## src/rtl/nib_alu_pkg.sv

```systemverilog
package nib_alu_pkg;
  localparam int OP_W = 5;

  typedef enum logic [OP_W-1:0] {
    OP_LDM  = 5'd0,  OP_LDI  = 5'd1,  OP_ADDM = 5'd2,  OP_ADDI = 5'd3,
    OP_ADDC = 5'd4,  OP_SUBR = 5'd5,  OP_INC  = 5'd6,  OP_DEC  = 5'd7,
    OP_AND  = 5'd8,  OP_OR   = 5'd9,  OP_XOR  = 5'd10, OP_BCLR = 5'd11,
    OP_BSET = 5'd12, OP_BTST = 5'd13, OP_CSET = 5'd14, OP_CCLR = 5'd15,
    OP_CTST = 5'd16
  } alu_op_e;

  typedef enum logic [2:0] {RS_ACC, RS_OPD, RS_IMM, RS_ARITH, RS_LOGIC} res_src_e;
  typedef enum logic [2:0] {AK_ADDM, AK_ADDI, AK_ADDC, AK_SUBR, AK_INC, AK_DEC} arith_kind_e;
  typedef enum logic [2:0] {SR_HOLD, SR_ONE, SR_NCARRY, SR_CARRY, SR_NZERO, SR_NBIT, SR_CF} sf_rule_e;
  typedef enum logic [1:0] {CR_HOLD, CR_CARRY, CR_SET, CR_CLR} cf_rule_e;

  typedef struct packed {
    res_src_e    src;
    arith_kind_e kind;
    sf_rule_e    sf_rule;
    cf_rule_e    cf_rule;
  } ctrl_t;
endpackage

```

## src/rtl/nib_alu_decode.sv

```systemverilog
module nib_alu_decode
  import nib_alu_pkg::*;
(
  input  logic [OP_W-1:0] op_i,
  output ctrl_t           ctrl_o
);
  alu_op_e op;
  assign op = alu_op_e'(op_i);

  always_comb begin
    ctrl_o = '{src: RS_ACC, kind: AK_ADDM, sf_rule: SR_HOLD, cf_rule: CR_HOLD};
    case (op)
      OP_LDM:  begin ctrl_o.src = RS_OPD; ctrl_o.sf_rule = SR_ONE; end
      OP_LDI:  begin ctrl_o.src = RS_IMM; ctrl_o.sf_rule = SR_ONE; end
      OP_ADDM: begin ctrl_o.src = RS_ARITH; ctrl_o.kind = AK_ADDM; ctrl_o.sf_rule = SR_NCARRY; end
      OP_ADDI: begin ctrl_o.src = RS_ARITH; ctrl_o.kind = AK_ADDI; ctrl_o.sf_rule = SR_NCARRY; end
      OP_ADDC: begin
        ctrl_o.src = RS_ARITH; ctrl_o.kind = AK_ADDC;
        ctrl_o.sf_rule = SR_NCARRY; ctrl_o.cf_rule = CR_CARRY;
      end
      OP_SUBR: begin
        ctrl_o.src = RS_ARITH; ctrl_o.kind = AK_SUBR;
        ctrl_o.sf_rule = SR_CARRY; ctrl_o.cf_rule = CR_CARRY;
      end
      OP_INC:  begin ctrl_o.src = RS_ARITH; ctrl_o.kind = AK_INC; ctrl_o.sf_rule = SR_NCARRY; end
      OP_DEC:  begin ctrl_o.src = RS_ARITH; ctrl_o.kind = AK_DEC; ctrl_o.sf_rule = SR_CARRY; end
      OP_AND, OP_OR, OP_XOR: begin ctrl_o.src = RS_LOGIC; ctrl_o.sf_rule = SR_NZERO; end
      OP_BCLR, OP_BSET: begin ctrl_o.src = RS_LOGIC; ctrl_o.sf_rule = SR_ONE; end
      OP_BTST: begin ctrl_o.src = RS_OPD; ctrl_o.sf_rule = SR_NBIT; end
      OP_CSET: begin ctrl_o.sf_rule = SR_ONE; ctrl_o.cf_rule = CR_SET; end
      OP_CCLR: begin ctrl_o.sf_rule = SR_ONE; ctrl_o.cf_rule = CR_CLR; end
      OP_CTST: ctrl_o.sf_rule = SR_CF;
      default: ;
    endcase
  end
endmodule

```

## src/rtl/nib_alu_arith.sv

```systemverilog
module nib_alu_arith
  import nib_alu_pkg::*;
#(
  parameter int DATA_W = 4
) (
  input  arith_kind_e       kind_i,
  input  logic [DATA_W-1:0] acc_i,
  input  logic [DATA_W-1:0] opd_i,
  input  logic [DATA_W-1:0] imm_i,
  input  logic              cf_i,
  output logic [DATA_W-1:0] sum_o,
  output logic              carry_o
);
  logic [DATA_W-1:0] a_in, b_in;
  logic              c_in;
  logic [DATA_W:0]   full;

  // One shared adder; subtract and decrement use two's complement forms.
  always_comb begin
    a_in = acc_i; b_in = opd_i; c_in = 1'b0;
    case (kind_i)
      AK_ADDI: b_in = imm_i;
      AK_ADDC: c_in = cf_i;
      AK_SUBR: begin a_in = opd_i; b_in = ~acc_i; c_in = cf_i; end
      AK_INC:  begin a_in = opd_i; b_in = '0; c_in = 1'b1; end
      AK_DEC:  begin a_in = opd_i; b_in = '1; end
      default: ;
    endcase
  end

  assign full    = {1'b0, a_in} + {1'b0, b_in} + {{DATA_W{1'b0}}, c_in};
  assign sum_o   = full[DATA_W-1:0];
  assign carry_o = full[DATA_W];
endmodule

```

## src/rtl/nib_alu_bitlogic.sv

```systemverilog
module nib_alu_bitlogic
  import nib_alu_pkg::*;
#(
  parameter int DATA_W = 4,
  localparam int IDX_W = $clog2(DATA_W)
) (
  input  logic [OP_W-1:0]   op_i,
  input  logic [DATA_W-1:0] acc_i,
  input  logic [DATA_W-1:0] opd_i,
  input  logic [IDX_W-1:0]  bit_sel_i,
  output logic [DATA_W-1:0] res_o,
  output logic              bit_o
);
  logic [DATA_W-1:0] mask;

  for (genvar g = 0; g < DATA_W; g++) begin : g_mask
    assign mask[g] = (bit_sel_i == IDX_W'(g));
  end

  assign bit_o = |(opd_i & mask);

  always_comb begin
    case (alu_op_e'(op_i))
      OP_AND:  res_o = acc_i & opd_i;
      OP_OR:   res_o = acc_i | opd_i;
      OP_XOR:  res_o = acc_i ^ opd_i;
      OP_BCLR: res_o = opd_i & ~mask;
      OP_BSET: res_o = opd_i | mask;
      default: res_o = opd_i;
    endcase
  end
endmodule

```

## src/rtl/nib_alu_core.sv

```systemverilog
module nib_alu_core
  import nib_alu_pkg::*;
#(
  parameter int DATA_W = 4,
  localparam int IDX_W = $clog2(DATA_W)
) (
  input  logic              clk,
  input  logic              rst_n,
  input  logic [OP_W-1:0]   op_i,
  input  logic [DATA_W-1:0] acc_i,
  input  logic [DATA_W-1:0] opd_i,
  input  logic [DATA_W-1:0] imm_i,
  input  logic [IDX_W-1:0]  bit_sel_i,
  output logic [DATA_W-1:0] res_o,
  output logic              cf_next_o,
  output logic              sf_next_o,
  output logic              cf_o,
  output logic              sf_o
);
  ctrl_t             ctrl;
  logic [DATA_W-1:0] arith_res, logic_res;
  logic              carry, tbit;
  logic              cf_q, sf_q;

  nib_alu_decode u_dec (.op_i(op_i), .ctrl_o(ctrl));

  nib_alu_arith #(.DATA_W(DATA_W)) u_arith (
    .kind_i(ctrl.kind), .acc_i(acc_i), .opd_i(opd_i), .imm_i(imm_i),
    .cf_i(cf_q), .sum_o(arith_res), .carry_o(carry)
  );

  nib_alu_bitlogic #(.DATA_W(DATA_W)) u_logic (
    .op_i(op_i), .acc_i(acc_i), .opd_i(opd_i), .bit_sel_i(bit_sel_i),
    .res_o(logic_res), .bit_o(tbit)
  );

  always_comb begin
    case (ctrl.src)
      RS_OPD:   res_o = opd_i;
      RS_IMM:   res_o = imm_i;
      RS_ARITH: res_o = arith_res;
      RS_LOGIC: res_o = logic_res;
      default:  res_o = acc_i;
    endcase
  end

  always_comb begin
    case (ctrl.cf_rule)
      CR_CARRY: cf_next_o = carry;
      CR_SET:   cf_next_o = 1'b1;
      CR_CLR:   cf_next_o = 1'b0;
      default:  cf_next_o = cf_q;
    endcase
    case (ctrl.sf_rule)
      SR_ONE:    sf_next_o = 1'b1;
      SR_NCARRY: sf_next_o = ~carry;
      SR_CARRY:  sf_next_o = carry;
      SR_NZERO:  sf_next_o = |logic_res;
      SR_NBIT:   sf_next_o = ~tbit;
      SR_CF:     sf_next_o = cf_q;
      default:   sf_next_o = sf_q;
    endcase
  end

  always_ff @(posedge clk or negedge rst_n) begin
    if (!rst_n) begin
      cf_q <= 1'b0;
      sf_q <= 1'b1;
    end else begin
      cf_q <= cf_next_o;
      sf_q <= sf_next_o;
    end
  end

  assign cf_o = cf_q;
  assign sf_o = sf_q;
endmodule

```

## config.mk

```make
export PLATFORM = sky130hd
export DESIGN_NAME = nib_alu_core
export DESIGN_NICKNAME = d
export VERILOG_FILES = /design/src/rtl/nib_alu_pkg.sv /design/src/rtl/nib_alu_decode.sv /design/src/rtl/nib_alu_arith.sv /design/src/rtl/nib_alu_bitlogic.sv /design/src/rtl/nib_alu_core.sv
export SDC_FILE = /design/constraint.sdc
export NUM_CORES = 1
export LEC_CHECK = 0
export BUFFER_PORTS_ARGS = -buffer_cell sky130_fd_sc_hd__buf_2
export CAP_MARGIN = 20
export CORE_MARGIN = 2
export CORE_UTILIZATION = 53
export DETAILED_ROUTE_END_ITERATION = 12
export PLACE_DENSITY = 0.85
export SYNTH_ARGS = -nofsm -noshare
export SYNTH_HDL_FRONTEND = slang
export SYNTH_SLANG_ARGS = --single-unit
```

## constraint.sdc

```tcl
create_clock -name clk -period 4.45 [get_ports clk]
set_clock_uncertainty 0.05 [all_clocks]
set_input_delay 0.445 -clock clk [delete_from_list [all_inputs] [get_ports clk]]
set_output_delay 0.445 -clock clk [all_outputs]
set_load 0.1 [all_outputs]
```

Yosys cells after proc, flatten, opt, wreduce, memory -nomap -nowiden
Cells that the tools add are included.
{"block": "totals", "ff_bits": 2, "inputBits": 21, "output_inout_bits": 8, "elab_cells": 76}
{"block": "classes", "n_addsub": 2, "eq_ne": 37, "muxes": 11, "bitwise_logic": 10, "reduce_logical": 14}
{"op": "$eq A5 B4 Y1 const B", "n": 8}
{"op": "$pmux W4 S4", "n": 2}
{"op": "$eq A5 B3 Y1 const B", "n": 4}
{"op": "$pmux W4 S5", "n": 1}
{"op": "$eq A3 B2 Y1 const B", "n": 6}
{"op": "$eq A3 B3 Y1 const B", "n": 6}
{"op": "$pmux W3 S6", "n": 1}
{"op": "$pmux W3 S5", "n": 1}
{"op": "$and A4 B4 Y4", "n": 3}
{"op": "$pmux W3 S4", "n": 1}
{"op": "$reduce_or A4 Y1", "n": 3}
{"op": "$reduce_or A6 Y1", "n": 2}
{"op": "$eq A5 B2 Y1 const B", "n": 2}
{"op": "$eq A3 B1 Y1 const B", "n": 3}
{"op": "$eq A2 B2 Y1 const B", "n": 4}
{"op": "$not A4 Y4", "n": 2}
{"op": "$or A4 B4 Y4", "n": 2}
{"op": "$reduce_or A2 Y1", "n": 4}
{"op": "$pmux W1 S6", "n": 1}
{"op": "$pmux W2 S3", "n": 1}
{"op": "$reduce_or A3 Y1", "n": 2}
{"op": "$add A4 B4 Y5", "n": 1}
{"op": "$add A5 B1 Y5", "n": 1}
{"op": "$eq A5 B1 Y1 const B", "n": 1}
{"op": "10 further kinds", "n": 12}

Depth between registers and ports, before layout
Gate-level depths: netlist of the first run.
{"block": "depth", "depth_word": 9, "ltp_mapped": 15, "ltp_nobuf": 13}

Cells and area by module
Synthesis of the first run repeated with hierarchy kept, for this count alone.
{"block": "unflattened", "hier_cells": 172, "area_unflattened_um2": 1342.5}
{"module": "nib_alu_arith", "instances": 1, "cells_each": 49, "area_per_inst_um2": 390.4, "seq_area_each_um2": 0.0}
{"module": "nib_alu_bitlogic", "instances": 1, "cells_each": 43, "area_per_inst_um2": 369.1, "seq_area_each_um2": 0.0}
{"module": "nib_alu_core", "instances": 1, "cells_each": 47, "area_per_inst_um2": 357.8, "seq_area_each_um2": 51.3}
{"module": "nib_alu_decode", "instances": 1, "cells_each": 33, "area_per_inst_um2": 225.2, "seq_area_each_um2": 0.0}

Worst setup path before layout of the first run
No wires, ideal clock.
{"block": "synth_timing", "path_kind": "input -> output", "start": "input port op_i[3]", "end": "output port cf_next_o", "arrival_ns": 4.100, "t_required_ns": 3.955, "slack_ns": -0.145, "stages": 11, "n_path_buf": 1, "path_cell_list": "buf_2 nor2_1 a21boi_0 o21ai_0 fa_1 inv_1 fa_1 a21o_1 a21oi_1 a221o_1 a22oi_1"}
{"block": "synth_via", "elab_chain_len": 8, "word_cells_on_any_way": 26, "classes_between": "2 x add/sub; 15 x eq/ne; 6 x mux; 3 x reduce/logical"}
{"item": "from (decl)", "line": "nib_alu_core.sv:9", "source": "input logic [OP_W-1:0] op_i,"}
{"item": "$eq A5 B3 Y1 or $eq A5 B2 Y1 (tied branches)", "line": "nib_alu_decode.sv:12", "source": "case (op)"}
{"item": "$pmux W3 S5", "line": "nib_alu_decode.sv:12"}
{"item": "$eq A3 B3 Y1 or $eq A3 B2 Y1 (tied branches)", "line": "nib_alu_arith.sv:21", "source": "case (kind_i)"}
{"item": "$reduce_or A3 Y1 (no source line)"}
{"item": "$mux W4", "line": "nib_alu_arith.sv:21"}
{"item": "$add A4 B4 Y5", "line": "nib_alu_arith.sv:31", "source": "assign full = {1'b0, a_in} + {1'b0, b_in} + {{DATA_W{1'b0}}, c_in};"}
{"item": "$add A5 B1 Y5", "line": "nib_alu_arith.sv:31"}
{"item": "$pmux W1 S3 (*)", "line": "nib_alu_core.sv:48", "source": "case (ctrl.cf_rule)"}
{"item": "to (decl)", "line": "nib_alu_core.sv:15", "source": "output logic cf_next_o,"}
Mark *: on every way between the ends. The rest lies on a longest branch, timed or not.

Final worst setup path of the first run
{"block": "layout_timing", "start": "input port op_i[1]", "end": "output port sf_next_o"}
{"block": "layout_via", "elab_chain_len": 9, "word_cells_on_any_way": 45, "classes_between": "2 x add/sub; 27 x eq/ne; 7 x mux; 1 x bitwise; 8 x reduce/logical"}
{"item": "$eq A5 B3 Y1 or $eq A5 B2 Y1 (tied branches)", "line": "nib_alu_decode.sv:12"}
{"item": "$pmux W3 S5", "line": "nib_alu_decode.sv:12"}
{"item": "$eq A3 B3 Y1 or $eq A3 B2 Y1 (tied branches)", "line": "nib_alu_arith.sv:21"}
{"item": "$reduce_or A3 Y1 (no source line)"}
{"item": "$mux W4", "line": "nib_alu_arith.sv:21"}
{"item": "$add A4 B4 Y5", "line": "nib_alu_arith.sv:31"}
{"item": "$add A5 B1 Y5", "line": "nib_alu_arith.sv:31"}
{"item": "$not A1 Y1", "line": "nib_alu_core.sv:56", "source": "SR_NCARRY: sf_next_o = ~carry;"}
{"item": "$pmux W1 S6 (*)", "line": "nib_alu_core.sv:54", "source": "case (ctrl.sf_rule)"}
{"item": "to (decl)", "line": "nib_alu_core.sv:16", "source": "output logic sf_next_o,"}
Marked as above.

==> run_results.csv, run 1 <==
group,metric,value,unit
layout,area_growth,20.3,%
logic_synthesis,syn_area,1080,um2
die,dieHeight,49.1,um
cts,clk_pin_slew,30,ps
logic_synthesis,ys_warn_count,0,
power_and_ir_drop,leakage,0.513,nW
timing,slew_headroom,55.3,%
global_route,track_usage,29.3,%
cts,cts.sinks,2,
detailed_routing,wl,3360,um
placed_design,gp_congestion,1.00,
timing,fin_tns_setup,0,ps
detailed_routing,route.detailed.drc,0,
global_route,grt_max_degree,21,
die,start_util,55.6,%
logic_synthesis,yosys.area.top_type,"a21oi_1",
detailed_routing,ant_nets,0,
cts,post_cts_buffers,0,
power_and_ir_drop,internal_power,126,uW
global_route,grt-ovfl-total,0,
worst_hold_path,hp-class,"in -> async",
logic_synthesis,synth-edff-count,0,
detailed_routing,viasPerCell,6.82,
timing,worst_pin_slew,666,ps
setup_path,start_kind,"input pin",
power_and_ir_drop,p_total,302,uW
global_route,antenna_found_initial,0,
cts,htreeDepth,1,
detailed_routing,num_vias,1384,
placed_design,dp_hpwl,2610,um
layout,fin_util,66.9,%
timing,timing.fmax,242,MHz
die,rows,16,
cts,post_cts_resized,0,
logic_synthesis,synthArstFlopShare,100,%
cts,clock_latency,220,ps
logic_synthesis,avgSynthCellArea,7.25,um2
detailed_routing,wl_per_cell,16.6,um
logic_synthesis,synth_cell_type_count,60,
cts,cts-root-buf,"clkbuf_4",
job,max-cap-violations,0,
power_and_ir_drop,p_comb_share,76.5,%
timing,final-max-slew-violation-count,0,
global_route,grt_pass1_wl,5710,um
setup_path,worstReg2RegStart,"cf_o",
die,io_pins,29,
layout,diodes,0,
die,die_w,49.1,um
cts,cts_made_buffers,3,
timing,setup_viol,0,
power_and_ir_drop,vdd_drop_max,188,uV
power_and_ir_drop,p_sw_share,58.2,%
power_and_ir_drop,powerDensity,232,nW/um2
die,coreArea,1940,um2
cts,cts_tree,"yes",
logic_synthesis,syn_nets,175,
status,status,"completed",
detailed_routing,first_pass_iters,4,
detailed_routing,drt_iter0_drc,70,
layout,fin_nets,203,
setup_path,path_class,"in -> out",
global_route,first_global_vias,1260,
timing,min_period,4130,ps
power_and_ir_drop,pwr-share-seq,9.2,%
setup_path,worstSetupStartpoint,"op_i[1]",
logic_synthesis,ys_ff_latch,2,
logic_synthesis,synth_area_leaders,"a21oi_1 (7.0%), o21ai_0 (4.2%), nor2_1 (3.8%)",
logic_synthesis,synth_seq_area_share,4.75,%
timing,worst_hold_slack,496,ps
cts,clockBufferDepth,2,
logic_synthesis,synth_top_area_share,6.95,%
setup_path,cp-end-kind,"primary output",
setup_path,critical_path_peak_fanout,16,
setup_path,critPathArrivalTime,3630,ps
setup_path,r2r_slack,1650,ps
logic_synthesis,ys.flop_type,"dfstp_2",
power_and_ir_drop,switchingPower,176,uW
timing,layout_worst_path_cycle_share,92.7,%
power_and_ir_drop,clockPowerShare,14.3,%
layout,layout-drive-gt1-share,31.3,%
die,die_area,2410,um2
setup_path,required,3950,ps
timing,rsz0062_at_grt,"false",
logic_synthesis,syn-instance-count,149,
timing,finalHoldViolations,0,
layout,fill_cells,176,
placed_design,port_buffers,28,
[power groups by stage]
stage	Clock [mW]	Sequential (mW)	Combinational, mW
5_1_grt	0.0454	0.0285	0.245
3_5_place_dp	0	0.0280	0.228
2_1_floorplan	0	0.0509	0.152
4_1_cts	0.0449	0.0278	0.229
3_3_place_gp	0	0.0276	0.224
6_report	0.0431	0.0277	0.231
[sequential cells by signal, summed over array words and instances (netlist names)]
| signal | cells |
|---|---|
| sf_o | 1 |
| cf_o | 1 |
[worst max-delay path, stage by stage]
cell and delay (ps):
buf_2 190, o21ai_0 330, a21boi_0 250, o21ai_0 300, fa_1 230, inv_1 60
fa_1 400, a21o_1 200, a21oi_1 300, mux2i_1 120, a211o_1 320, a22oi_2 270
buf_12 210
[per-stage QoR]
stage,instance area (um2),setup slack [ps],instances
floorplan,1090,70.8,149
global placement,1260,502,198
detailed placement,1260,365,198
CTS,1300,358,203
global route,1300,92.3,203
finish,1300,323,203
[what timing repair did]
| action | CTS | global route |
|---|---|---|
| hold buffers | 1 | 0 |
| endpoints found under the setup margin | 0 | 0 |
| hold endpoints to repair | 1 | 0 |
[layout make-up]
| type | count | area [um2] | share of cell area, % |
|---|---|---|---|
| Multi-Input combinational cell | 130 | 955 | 73.5 |
| Timing Repair Buffer | 36 | 218 | 16.8 |
| Sequential cell | 2 | 51.3 | 3.95 |
| Tap cell | 27 | 33.8 | 2.60 |
| Clock buffer | 4 | 26.3 | 2.02 |
| Inverter | 4 | 15.0 | 1.16 |
[path summary, 6_finish.rpt]
kind | end | cells after the start
max | sf_next_o | 13
max in group asynchronous | sf_o | 2
min in group clk | cf_o | 2
min | cf_o | 2
min reg2reg | cf_o | 2
max reg2reg | sf_o | 11
[cells in the final DEF, fill, tap and decap left out, types with 4 or more instances in the layout]
master / n
a211oi_1: 5
a21o_1: 4
a21oi_1: 14
a221oi_1: 4
a31oi_1: 4
buf_2: 27
buf_4: 7
inv_1: 4
nand2_1: 4
nand3_1: 5
nor2_1: 11
nor3_1: 8
o21ai_0: 9
o22ai_1: 6
[cell usage after synthesis (2+ instances only)]
cell type,instances
a211oi_1,5
a21o_1,4
a21oi_1,15
a221oi_1,4
a31oi_1,4
and3_1,2
and4_1,2
buf_1,2
buf_2,6
clkbuf_1,3
fa_1,2
ha_1,3
inv_1,4
mux2_2,3
mux2i_1,2
nand2_1,4
nand3_1,5
nor2_1,11
nor2b_1,2
nor3_1,8
o211ai_1,2
o21ai_0,9
o21bai_1,2
o221ai_1,2
o22ai_1,6
or2_2,2
xor2_1,2
[metal layers]
| layer | wire length (um) | global-route usage [%] | share of wire, % | vias up |
|---|---|---|---|---|
| met3 | 207 | 3.37 | 6.2 | 6 |
| met5 | 0 | 0 | 0 | - |
| met2 | 1720 | 51.1 | 51 | 68 |
| li1 | - | - | - | 655 |
| met4 | 44 | 9.05 | 1.3 | 0 |
| met1 | 1390 | 37.4 | 41 | 655 |
[kinds of logic after synthesis]
logic type / Yosys count / synth area share, %
AOI/OAI and AO/OA: 68 / 45.3
xor gates and xnor gates: 3 / 2.43
adders and majority gates: 5 / 7.18
buffers and inverters: 17 / 7.65
DFF: 2 / 4.75
muxes: 6 / 7.07
and+or+nand+nor: 48 / 25.6
Power figures use the tool's default switching activity.
==> inputs of run 2 (changes only) <==
- CORE_ASPECT_RATIO: not set -> 0.6
- CORE_UTILIZATION: 53 -> 39
- PLACE_DENSITY: 0.85 -> 0.67
==> run_results.csv, run 2 (synthesis gave the netlist of run 1 again) <==
group,metric,value,unit
layout,diodes,0,
setup_path,cp-end-kind,"primary output",
timing,setup_viol,0,
setup_path,critical_path_peak_fanout,17,
setup_path,start_kind,"input pin",
timing,slew_headroom,54.9,%
detailed_routing,first_pass_iters,5,
job,max-cap-violations,0,
timing,min_period,4190,ps
die,rows,14,
setup_path,path_cells,"buf_2 > buf_4 > nor2b_1 > a21oi_1 > o22ai_1 > nand2_1 > o21ai_0 > fa_1 > inv_1 > fa_1 > a21o_1 > a21oi_1 > mux2i_1 > a211o_1 > a22oi_2 > buf_12",
die,die_area,3220,um2
cts,cts.sinks,2,
detailed_routing,viasPerCell,6.59,
placed_design,port_buffers,28,
power_and_ir_drop,internal_power,159,uW
die,start_util,41.9,%
power_and_ir_drop,p_sw_share,54.2,%
layout,fin_nets,204,
die,dieHeight,44.8,um
die,die_w,71.9,um
cts,cts_made_buffers,3,
layout,layout.cells.most_common,"buf_2",
power_and_ir_drop,pwr-share-seq,8.1,%
setup_path,worstReg2RegStart,"cf_o",
layout,area_growth,24.7,%
timing,finalHoldViolations,0,
power_and_ir_drop,p_comb_share,70.1,%
timing,rsz0062_at_grt,"false",
cts,clk_pin_slew,30,ps
cts,clockBufferDepth,2,
layout,final_cell_mix,"buf_2 (26), a21oi_1 (14), nor2_1 (11)",
setup_path,cpPeakStageDelay,470,ps
setup_path,timing.rr.end,"sf_o",
cts,post_cts_resized,0,
global_route,grt_max_degree,21,
worst_hold_path,hp-class,"in -> async",
cts,htreeDepth,1,
layout,fin_util,52.3,%
detailed_routing,ant_nets,0,
global_route,antenna_found_initial,0,
placed_design,gp_congestion,1.08,
power_and_ir_drop,clockPowerShare,21.8,%
detailed_routing,num_vias,1378,
detailed_routing,drt_iter0_drc,127,
timing,layout_worst_path_cycle_share,94.3,%
power_and_ir_drop,vdd_drop_max,141,uV
timing,final-max-slew-violation-count,0,
setup_path,required,3950,ps
timing,fin_tns_setup,0,ps
placed_design,dp_hpwl,2960,um
detailed_routing,route.detailed.drc,0,
timing,worst_pin_slew,673,ps
setup_path,r2r_slack,1740,ps
timing,worst_hold_slack,501,ps
placed_design,placed_cells,204,
die,io_pins,29,
cts,clock_latency,210,ps
layout,layout-drive-gt1-share,31.6,%
setup_path,critPathArrivalTime,3700,ps
layout,fin_cells,209,
die,coreArea,2570,um2
global_route,grt-ovfl-total,0,
setup_path,r2r_cells,11,
global_route,track_usage,25.1,%
cts,post_cts_buffers,0,
status,status,"completed",
timing,timing.fmax,238,MHz
global_route,grt_pass1_wl,6300,um
cts,cts_tree,"yes",
cts,cts_hold_buf,1,
layout,fill_cells,257,
setup_path,critPathSlowestCell,"nor2b_1",
detailed_routing,wl,3820,um
detailed_routing,wl_per_cell,18.3,um
power_and_ir_drop,leakage,0.530,nW
global_route,first_global_vias,1284,
power_and_ir_drop,switchingPower,188,uW
setup_path,path_class,"in -> out",
power_and_ir_drop,powerDensity,257,nW/um2
cts,cts-root-buf,"clkbuf_8",
==> run 2: changes by cell type in the layout (fill, tap and decap cells not counted), sizes merged <==
cell / change
buf: +1
==> run 2: power groups by stage <==
stage,sequential [mW],combinational [mW],clock (mW)
6_report,0.0281,0.243,0.0757
5_1_grt,0.0292,0.255,0.0813
4_1_cts,0.0281,0.239,0.0782
3_5_place_dp,0.0282,0.237,0
3_3_place_gp,0.0276,0.234,0
2_1_floorplan,0.0509,0.152,0
==> run 2: stage by stage <==
stage | worst slack (ps) | instance area (um2) | total power, mW
after global placement | 330 | 1290 | 0.262
after global routing | 38.6 | 1350 | 0.366
after detailed placement | 287 | 1290 | 0.265
final | 255 | 1350 | 0.346
after CTS | 277 | 1350 | 0.345
after floorplan | 70.8 | 1090 | 0.203
==> run 2: layer usage <==
metal	track usage (%)	wire length [um]	part of all wire (%)	vias to the layer above
li1	-	-	-	652
met1	35.8	1730	45	638
met2	38.7	1600	42	88
met3	6.25	493	13	0
met4	5.28	0	0	0
met5	0	0	0	-
==> run 2: worst max-delay path by stage <==
| stage | startpoint | endpoint | slack (ps) |
|---|---|---|---|
| after CTS | op_i[0] | sf_next_o | 280 |
| after global placement | op_i[0] | sf_next_o | 330 |
| after detailed placement | op_i[0] | sf_next_o | 290 |
| after global routing | op_i[0] | sf_next_o | 40 |
| after floorplan | op_i[3] | sf_next_o | 70 |
| final | op_i[0] | sf_next_o | 260 |
==> run 2: critical path, delay by kind of cell <==
family                     cells  cell delay [ps]
AOI/OAI and AO/OA              7             1390
adders and majority gates      2              630
buffers and inverters          4              560
and+or+nand+nor                2              540
muxes                          1              120
==> run 2: layout make-up <==
type / instances / area (um2) / share of cell area [%]
flip-flops and latches: 2 / 51.3 / 3.81
well taps: 32 / 40.0 / 2.97
clock buffers: 4 / 45.0 / 3.35
repair buffers: 37 / 240 / 17.8
inverters: 4 / 15.0 / 1.12
multi-input cells: 130 / 955 / 70.9
